$ cat src/rtl/diag_pkg.sv
package diag_pkg;
    localparam logic [2:0] MD_NORMAL  = 3'd0;
    localparam logic [2:0] MD_LISTEN  = 3'd1;
    localparam logic [2:0] MD_STANDBY = 3'd2;

    localparam int FLAG_W  = 5;
    localparam int FL_PWON = 0;
    localparam int FL_WAKE = 1;
    localparam int FL_WSRC = 2;
    localparam int FL_BUSF = 3;
    localparam int FL_LFAIL = 4;

    function automatic logic is_low_power(input logic [2:0] m);
        return m >= MD_STANDBY;
    endfunction
endpackage

$ cat src/rtl/wake_level_filter.sv
module wake_level_filter #(
    parameter int FILT_CYC = 6,
    parameter bit IDLE_LVL = 1'b0
) (
    input  logic clk,
    input  logic rst_n,
    input  logic pin_i,
    output logic evt_o
);
    localparam int CW = $clog2(FILT_CYC + 1);

    typedef struct packed {
        logic          ref_lvl;
        logic [CW-1:0] cnt;
    } st_t;

    st_t st_d, st_q;

    always_comb begin
        st_d  = st_q;
        evt_o = 1'b0;
        if (pin_i != st_q.ref_lvl) begin
            if (st_q.cnt == CW'(FILT_CYC - 1)) begin
                evt_o       = 1'b1;
                st_d.ref_lvl = pin_i;
                st_d.cnt    = '0;
            end else begin
                st_d.cnt = st_q.cnt + 1'b1;
            end
        end else begin
            st_d.cnt = '0;
        end
    end

    always_ff @(posedge clk or negedge rst_n) begin
        if (!rst_n) st_q <= '{ref_lvl: IDLE_LVL, cnt: '0};
        else        st_q <= st_d;
    end


    filt_window_chk: assert property (@(posedge clk) disable iff (!rst_n)
        st_q.cnt < CW'(FILT_CYC));
endmodule

$ cat src/rtl/bus_dom_timer.sv
module bus_dom_timer #(
    parameter int HOLD_CYC = 3
) (
    input  logic clk,
    input  logic rst_n,
    input  logic dom_i,
    output logic evt_o
);
    localparam int CW = $clog2(HOLD_CYC + 1);

    typedef struct packed {
        logic [CW-1:0] cnt;
    } st_t;

    st_t st_d, st_q;

    always_comb begin
        st_d  = st_q;
        evt_o = 1'b0;
        if (dom_i) begin
            if (st_q.cnt == CW'(HOLD_CYC - 1)) evt_o = 1'b1;
            if (st_q.cnt != CW'(HOLD_CYC)) st_d.cnt = st_q.cnt + 1'b1;
        end else begin
            st_d.cnt = '0;
        end
    end

    always_ff @(posedge clk or negedge rst_n) begin
        if (!rst_n) st_q <= '0;
        else        st_q <= st_d;
    end


    one_evt_per_run_chk: assert property (@(posedge clk) disable iff (!rst_n)
        evt_o |=> !evt_o);
endmodule

$ cat src/rtl/txd_cycle_mon.sv
module txd_cycle_mon #(
    parameter int EDGE_LIM = 4
) (
    input  logic clk,
    input  logic rst_n,
    input  logic active_i,
    input  logic restart_i,
    input  logic txd_i,
    input  logic short_i,
    output logic limit_o,
    output logic fail_set_o
);
    localparam int CW = $clog2(EDGE_LIM + 1);

    typedef struct packed {
        logic          txd;
        logic          seen;
        logic [CW-1:0] edges;
        logic [CW-1:0] run;
    } st_t;

    st_t  st_d, st_q;
    logic rise;

    always_comb begin
        st_d       = st_q;
        st_d.txd   = txd_i;
        fail_set_o = 1'b0;
        rise       = !st_q.txd && txd_i;
        if (restart_i) begin
            st_d.seen  = 1'b0;
            st_d.edges = '0;
            st_d.run   = '0;
        end else if (active_i) begin
            if (rise) begin
                if (st_q.edges != CW'(EDGE_LIM)) st_d.edges = st_q.edges + 1'b1;
                if (st_q.seen) begin
                    if (st_q.run == CW'(EDGE_LIM - 1)) fail_set_o = 1'b1;
                    if (st_q.run != CW'(EDGE_LIM)) st_d.run = st_q.run + 1'b1;
                end else begin
                    st_d.run = '0;
                end
                st_d.seen = 1'b0;
            end else if (!txd_i && short_i) begin
                st_d.seen = 1'b1;
            end
        end
    end

    assign limit_o = (st_q.edges == CW'(EDGE_LIM));

    always_ff @(posedge clk or negedge rst_n) begin
        if (!rst_n) st_q <= '{txd: 1'b1, seen: 1'b0, edges: '0, run: '0};
        else        st_q <= st_d;
    end


    edge_sat_chk: assert property (@(posedge clk) disable iff (!rst_n)
        st_q.edges <= CW'(EDGE_LIM));

    restart_clear_chk: assert property (@(posedge clk) disable iff (!rst_n)
        restart_i |=> !limit_o);
endmodule

$ cat src/rtl/diag_flag_unit.sv
module diag_flag_unit
    import diag_pkg::*;
#(
    parameter int WAKE_FILT_CYC = 6,
    parameter int BUS_WAKE_CYC  = 3,
    parameter int TXD_EDGES     = 4
) (
    input  logic              clk,
    input  logic              rst_n,
    input  logic [2:0]        mode_i,
    input  logic              wake_pin_i,
    input  logic              bus_dom_i,
    input  logic              txd_i,
    input  logic              pwon_evt_i,
    input  logic              bus_short_i,
    input  logic              local_fail_i,
    input  logic              uv_wait_i,
    output logic [FLAG_W-1:0] flags_o,
    output logic              err_n_o,
    output logic              rxd_wake_n_o,
    output logic              uv_clr_o
);
    typedef struct packed {
        logic [2:0]        cur;
        logic [2:0]        prev;
        logic [FLAG_W-1:0] flags;
        logic              uvclr;
    } st_t;

    st_t  st_d, st_q;
    logic loc_evt, rem_evt, edge_lim, busf_hit;
    logic enter_norm, leave_norm, wake_set, sel;

    wake_level_filter #(.FILT_CYC(WAKE_FILT_CYC), .IDLE_LVL(1'b0)) u_loc (
        .clk(clk), .rst_n(rst_n), .pin_i(wake_pin_i), .evt_o(loc_evt));

    bus_dom_timer #(.HOLD_CYC(BUS_WAKE_CYC)) u_rem (
        .clk(clk), .rst_n(rst_n), .dom_i(bus_dom_i), .evt_o(rem_evt));

    txd_cycle_mon #(.EDGE_LIM(TXD_EDGES)) u_txd (
        .clk(clk), .rst_n(rst_n), .active_i(mode_i == MD_NORMAL),
        .restart_i(enter_norm), .txd_i(txd_i), .short_i(bus_short_i),
        .limit_o(edge_lim), .fail_set_o(busf_hit));

    always_comb begin
        st_d       = st_q;
        st_d.uvclr = 1'b0;
        st_d.cur   = mode_i;
        if (mode_i != st_q.cur) st_d.prev = st_q.cur;
        enter_norm = (mode_i == MD_NORMAL) && (st_q.cur != MD_NORMAL);
        leave_norm = (mode_i != MD_NORMAL) && (st_q.cur == MD_NORMAL);
        wake_set   = (loc_evt || rem_evt) && is_low_power(mode_i)
                     && !uv_wait_i && !pwon_evt_i;

        if (enter_norm) begin
            st_d.flags[FL_PWON]  = 1'b0;
            st_d.flags[FL_WAKE]  = 1'b0;
            st_d.flags[FL_BUSF]  = 1'b0;
            st_d.flags[FL_LFAIL] = 1'b0;
        end
        if (leave_norm) st_d.flags[FL_WSRC] = 1'b0;
        if (busf_hit) st_d.flags[FL_BUSF] = 1'b1;

        if (local_fail_i && (mode_i == MD_NORMAL || mode_i == MD_LISTEN))
            st_d.flags[FL_LFAIL] = 1'b1;
        else if (!local_fail_i && bus_dom_i && txd_i)
            st_d.flags[FL_LFAIL] = 1'b0;

        if (wake_set) begin
            st_d.flags[FL_WAKE] = 1'b1;
            st_d.uvclr          = 1'b1;
            if (loc_evt && !st_q.flags[FL_PWON]) st_d.flags[FL_WSRC] = 1'b1;
        end
        if (pwon_evt_i) begin
            st_d.flags[FL_PWON] = 1'b1;
            st_d.flags[FL_WAKE] = 1'b0;
            st_d.flags[FL_WSRC] = 1'b0;
            st_d.uvclr          = 1'b1;
        end
    end

    always_ff @(posedge clk or negedge rst_n) begin
        if (!rst_n) st_q <= '{cur: MD_STANDBY, prev: MD_STANDBY, flags: '0, uvclr: 1'b0};
        else        st_q <= st_d;
    end

    always_comb begin
        if (st_q.cur == MD_NORMAL)
            sel = edge_lim ? st_q.flags[FL_BUSF] : st_q.flags[FL_WSRC];
        else if (st_q.cur == MD_LISTEN)
            sel = (st_q.prev == MD_NORMAL) ? st_q.flags[FL_LFAIL] : st_q.flags[FL_PWON];
        else
            sel = st_q.flags[FL_WAKE];
    end

    assign flags_o      = st_q.flags;
    assign err_n_o      = !sel;
    assign rxd_wake_n_o = !(is_low_power(st_q.cur) && st_q.flags[FL_WAKE]);
    assign uv_clr_o     = st_q.uvclr;


    lp_pins_agree_chk: assert property (@(posedge clk) disable iff (!rst_n)
        is_low_power(st_q.cur) |-> (err_n_o == rxd_wake_n_o));

    wake_mode_gate_chk: assert property (@(posedge clk) disable iff (!rst_n)
        $rose(flags_o[FL_WAKE]) |-> $past(is_low_power(mode_i) && !uv_wait_i));

    wake_uvclr_chk: assert property (@(posedge clk) disable iff (!rst_n)
        $rose(flags_o[FL_WAKE]) |-> uv_clr_o);

    wsrc_pwon_chk: assert property (@(posedge clk) disable iff (!rst_n)
        $rose(flags_o[FL_WSRC]) |-> !$past(flags_o[FL_PWON]));

    entry_clear_chk: assert property (@(posedge clk) disable iff (!rst_n)
        (mode_i == MD_NORMAL && st_q.cur != MD_NORMAL && !pwon_evt_i)
        |=> !flags_o[FL_PWON] && !flags_o[FL_WAKE]);

    busf_after_edges_chk: assert property (@(posedge clk) disable iff (!rst_n)
        $rose(flags_o[FL_BUSF]) |-> edge_lim);
endmodule

$ cat config.mk
export PLATFORM = sky130hd
export DESIGN_NAME = diag_flag_unit
export DESIGN_NICKNAME = d
export VERILOG_FILES = /design/src/rtl/diag_pkg.sv /design/src/rtl/wake_level_filter.sv /design/src/rtl/bus_dom_timer.sv /design/src/rtl/txd_cycle_mon.sv /design/src/rtl/diag_flag_unit.sv
export SDC_FILE = /design/constraint.sdc
export NUM_CORES = 1
export LEC_CHECK = 0
export BUFFER_PORTS_ARGS = -buffer_cell sky130_fd_sc_hd__buf_2
export CORE_ASPECT_RATIO = 1.25
export CORE_MARGIN = 2
export CORE_UTILIZATION = 45
export DETAILED_ROUTE_END_ITERATION = 8
export PLACE_DENSITY = 0.65
export RECOVER_POWER = 50
export SYNTH_ARGS = -nofsm -noshare
export SYNTH_HDL_FRONTEND = slang
export SYNTH_SLANG_ARGS = --single-unit
export TNS_END_PERCENT = 100
$ cat constraint.sdc
create_clock -name clk -period 2.5 [get_ports clk]
set_clock_uncertainty 0.05 [all_clocks]
set_input_delay 0.375 -clock clk [delete_from_list [all_inputs] [get_ports clk]]
set_output_delay 0.375 -clock clk [all_outputs]
set_load 0.02 [all_outputs]
After elaboration in Yosys (flattened, before gate mapping)
Index checks and enable logic that the tools add are counted.

Bits in registers: 26. Input bits: 12. Output and inout bits: 8.

Order comparisons: 2. Reductions and logical operators: 39. Mux-type cells: 34. Equal/unequal tests: 13. Add/subtract/negate cells: 4.

Operator list (count): $mux 1 (21); $mux 3 (5); $reduce_bool 3->1 (5); $mux 7 (2); $logic_and 1x1->1 (12); $reduce_bool 2->1 (5); $add 3x1->3 const B (3); $logic_not 3->1 (3); $ne 3x3->1 const B (3); $logic_not 1->1 (8); $mux 2 (4); $eq 3x1->1 const B (2); $eq 3x3->1 const B (2); $ge 3x2->1 const B (2); $mux 6 (1); $reduce_and 3->1 (2); $mux 4 (1); $reduce_and 2->1 (2); $eq 3x2->1 const B (1); $ne 3x3->1 (1); $add 2x1->2 const B (1); $eq 2x2->1 const B (1); $logic_or 1x1->1 (2); $ne 2x1->1 const B (1); other kinds (2) (2).

Logic depth before layout (Yosys ltp)
Word-level depth: 9. Mapped depth: 5. Gate-level depth less buffers: 5.

Modules after synthesis
From an unflattened synthesis, not the netlist that was laid out.

Cell total of the unflattened synthesis: 127. Area total of the unflattened synthesis: 1362.6 µm².

By module, submodules not included: diag_flag_unit (seq. area each 302.8 µm², instances 1, area an instance 576.8 µm², cells an instance 52); txd_cycle_mon (seq. area each 201.4 µm², instances 1, area an instance 486.7 µm², cells an instance 49); wake_level_filter (seq. area each 100.1 µm², instances 1, area an instance 177.7 µm², cells an instance 15); bus_dom_timer (seq. area each 50.0 µm², instances 1, area an instance 121.4 µm², cells an instance 11).

Worst setup path after synthesis
No wires, ideal clock.

Path type: reg-to-output. From: reg st_q[11] (netlist name). To: out err_n_o. Data arrival time: 1315 ps. Setup slack: 760 ps. Stages on the path, launching flop included: 3. Cells stage by stage: dfrtp_1 > o21ai_0 > o211a_1.

Word-level cells in the longest chain between the ends: 4.

RTL lines: start: declaration (line diag_flag_unit.sv:30) `st_t st_d, st_q;`; start signal: assignment (line diag_flag_unit.sv:83) `if (!rst_n) st_q <= '{cur: MD_STANDBY, prev: MD_STANDBY, flags: '0, uvclr: 1'b0};`; start signal: assignment (line diag_flag_unit.sv:84) `else st_q <= st_d;`; $eq 3x1->1 (line diag_flag_unit.sv:90) `else if (st_q.cur == MD_LISTEN)`; $mux 1 (line diag_flag_unit.sv:90); $mux 1 (*) (line diag_flag_unit.sv:88) `if (st_q.cur == MD_NORMAL)`; $logic_not 1->1 (*) (line diag_flag_unit.sv:97) `assign err_n_o = !sel;`; end: declaration (line diag_flag_unit.sv:19) `output logic err_n_o,`.

Every way passes the cells marked *; elsewhere a longest branch is shown, timed or not.

Final worst setup path
From: reg st_q[9] (netlist name). To: out err_n_o.

The elaborated chain is that of the path after synthesis.

==> run metrics <==
worst-skew pair later-pin latency=0.32 ns; WP data arrival=1.65 ns; Fill cells=300; DR DRC count=0; post-synthesis xor/xnor area fraction=about 3.2%; Min-Delay Endpoint=u_txd.st_q[7]$_DFF_PN1_; Die Area=between 0.003 and 0.004 mm^2; WHS Path Cells=1; Final Slew Violations=0; Gate power share=20.7%; Adder-Cell Fraction of Synth Area=6.43%; Avg Cell Area, Syn=10.6 um^2; Clock power frac=between 20% and 30%; Placed Cells=179; RePlAce Congestion=0.896; FFs w/ async S/R, synth=100%; setup TNS after final layout=0 ns; Relative slew margins=under 10%; I/O Pins=20; family with the most delay on the worst path=flip-flops; Cell Pwr Density=623 mW/mm^2; DR top layer=met4; Reg power frac=57.1%; CTS tree=done; dominant synthesized flop cell=dfrtp_1; R2R cell count=3; largest family of logic cells by synthesized area=simple AND/OR/NAND/NOR gates; fmax=around 0.48 GHz; vias in the first global route=slightly below 1000; Die Span X=around 53 um; DR WL met3=91 um; static leakage=0.652 nW; Hold Path Class=primary input to flip-flop; GRT overflow=0; met2 wire len=1300 um; drt first pass iters=4; Port Buf Inserts=19; Yosys cell types=38; Max H-tree Level=1; cell-internal power=0.656 mW; Syn. warnings=0; initial antenna violation count=0; HP Start=txd_i; first-pass GRT wire length=4340 um; First DRT Iteration DRCs=28; layout cell share with drive strength beyond 1=19.6%; Rows=22; outcome=finished clean; Die Span Y=roughly 65 um; DR vias=1021; final setup fails=0; worst flop-to-flop path endpoint=st_q[6]$_DFFE_PN0P_; final number of hold-violating endpoints=0; antenna viol nets, final=0; Mapped Area=0.00136 mm^2; Metal-1 WL=around 1100 um; Layout Nets=168; Max Cap Violations=0; Post-CTS Setup Repair Bufs=0; Worst Tran Pin Value=1.38 ns; net count after synthesis=148; peak supply drop=around 0.00038 V; post-route clock period utilization=a little over 80%; Worst setup EP type=output pin; Worst Setup Path Type=flip-flop to output pin; simple-gate area share of the yosys netlist=about 15%; GRT Util Overall=around 17%; drt wl/cell=about 14 um; final non-filler cell total=184; worst path cell trace=nor3_2 -> o211ai_1 -> o211a_1 -> buf_2; Clock Sink Count=26; routed vias/inst=5.55; CP Launch Type=flip-flop; CTS Buf Count=3; area delta synth->final=10.2%; hpwl dp=1920 um; clk buf depth=2; Yosys reg bits=26; most frequent cells in the layout=dfrtp_1 (23), buf_2 (14), nand2_1 (11); mux cell area share after synthesis=5.51%; Post-CTS Hold Fix Bufs=1; Worst-path clk slew=0.13 ns; shortest period the worst path allows=2.07 ns; post-cts sizing count=0; Post-synth EDFFs=0; slowest stage delay, CP=0.47 ns; RSZ-0062 raised after global routing=false; largest net degree at the start of global routing=27; Hold WS=0.159 ns; switching share of total power=29.8%; post-synthesis sequential area ratio=roughly half; P_sw=0.278 mW; Slowest-stage cell, CP=dfrtp_1; Core ar.=0.00292 mm^2; n_diodes=0; commonest non-fill, non-tap cell in the layout=dfrtp_1; Crit Path Max Fanout=7; compound-gate portion of the synthesized area=15.3%; Critical path buffers and inverters=1; FF-to-FF setup slack=0.94 ns; Worst Path Required=2.08 ns; root buf cell=clkbuf_4; Worst R2R Start=st_q[11]$_DFF_PN0_; Gate Count Post-Synth=129; initial core utilization=46.7%; DRT Wirelength=about 2600 um
[layout make-up]
type / instances / area (um^2) / area share, %
Clock buffer: 4 / 36.3 / 2.42
Inverter: 9 / 33.8 / 2.25
Sequential cell: 26 / 654 / 43.6
Timing Repair Buffer: 21 / 106 / 7.09
Multi-Input combinational cell: 88 / 624 / 41.6
Tap cell: 36 / 45.0 / 3.00
[synth_stat cells (2+ instances only)]
cell,instances,area [um^2]
xor2_1,3,26.3
nand3b_1,2,15.0
nand4_1,2,12.5
o211ai_1,3,22.5
dfrtp_1,23,576
and2_1,4,25.0
nor2_1,6,22.5
buf_4,5,37.5
inv_1,9,33.8
o21ai_0,9,45.0
nand2_1,11,41.3
o31ai_1,3,22.5
mux2i_1,3,30.0
ha_1,7,87.6
mux2_2,4,45.0
xnor2_1,2,17.5
a21oi_1,6,30.0
nor3_1,5,25.0
dfstp_2,3,78.8
[power by group through the flow]
stage | clock network [mW] | logic (mW) | registers (mW)
global placement | 0 | 0.189 | 0.537
floorplan | 0 | 0.148 | 0.528
CTS | 0.218 | 0.198 | 0.534
finish | 0.207 | 0.193 | 0.534
detailed placement | 0 | 0.196 | 0.543
global route | 0.235 | 0.224 | 0.543
[worst max path at each step]
stage	endpoint	startpoint	cells past startpoint	slack (ns)
after global placement	flags_o[1]$_DFFE_PN0P_	mode_i[0]	4	0.76
final	err_n_o	st_q[9]$_DFF_PN0_	4	0.43
after detailed placement	u_txd.st_q[6]$_DFFE_PN0P_	mode_i[0]	4	0.71
after CTS	err_n_o	st_q[9]$_DFF_PN0_	4	0.42
after floorplan	err_n_o	st_q[11]$_DFF_PN0_	2	0.76
after global routing	err_n_o	st_q[9]$_DFF_PN0_	4	0.30
[layer usage]
layer / global-route usage (%) / vias up
li1: - / 492
met2: 28.1 / 19
met4: 8.33 / 0
met3: 3.18 / 4
met1: 21.0 / 506
met5: 0 / -
[logic make-up (layout without fill, tap and decap cells)]
kind of cell	count (synthesis)	in the layout
DFF	26	26
muxes	7	7
buffers and inverters	15	34
and+or+nand+nor	38	38
xor gates and xnor gates	5	5
AOI/OAI and AO/OA	31	31
adders and majority gates	7	7
[flip-flops by register name, summed over array words and instances (netlist names)]
name,count
flags_o,5
u_loc.st_q,4
u_txd.st_q,8
uv_clr_o,1
u_rem.st_q,2
st_q,6
[per-stage QoR]
step	worst slack, ns	utilization, %	power, mW	instance area, um^2
detailed placement	0.708	50.0	0.738	1460
global placement	0.760	50.0	0.725	1460
floorplan	0.760	-	0.676	1360
global route	0.300	51.4	1.00	1500
CTS	0.421	51.6	0.949	1510
finish	0.430	51.4	0.934	1500
(Power assumes the default switching activity.)
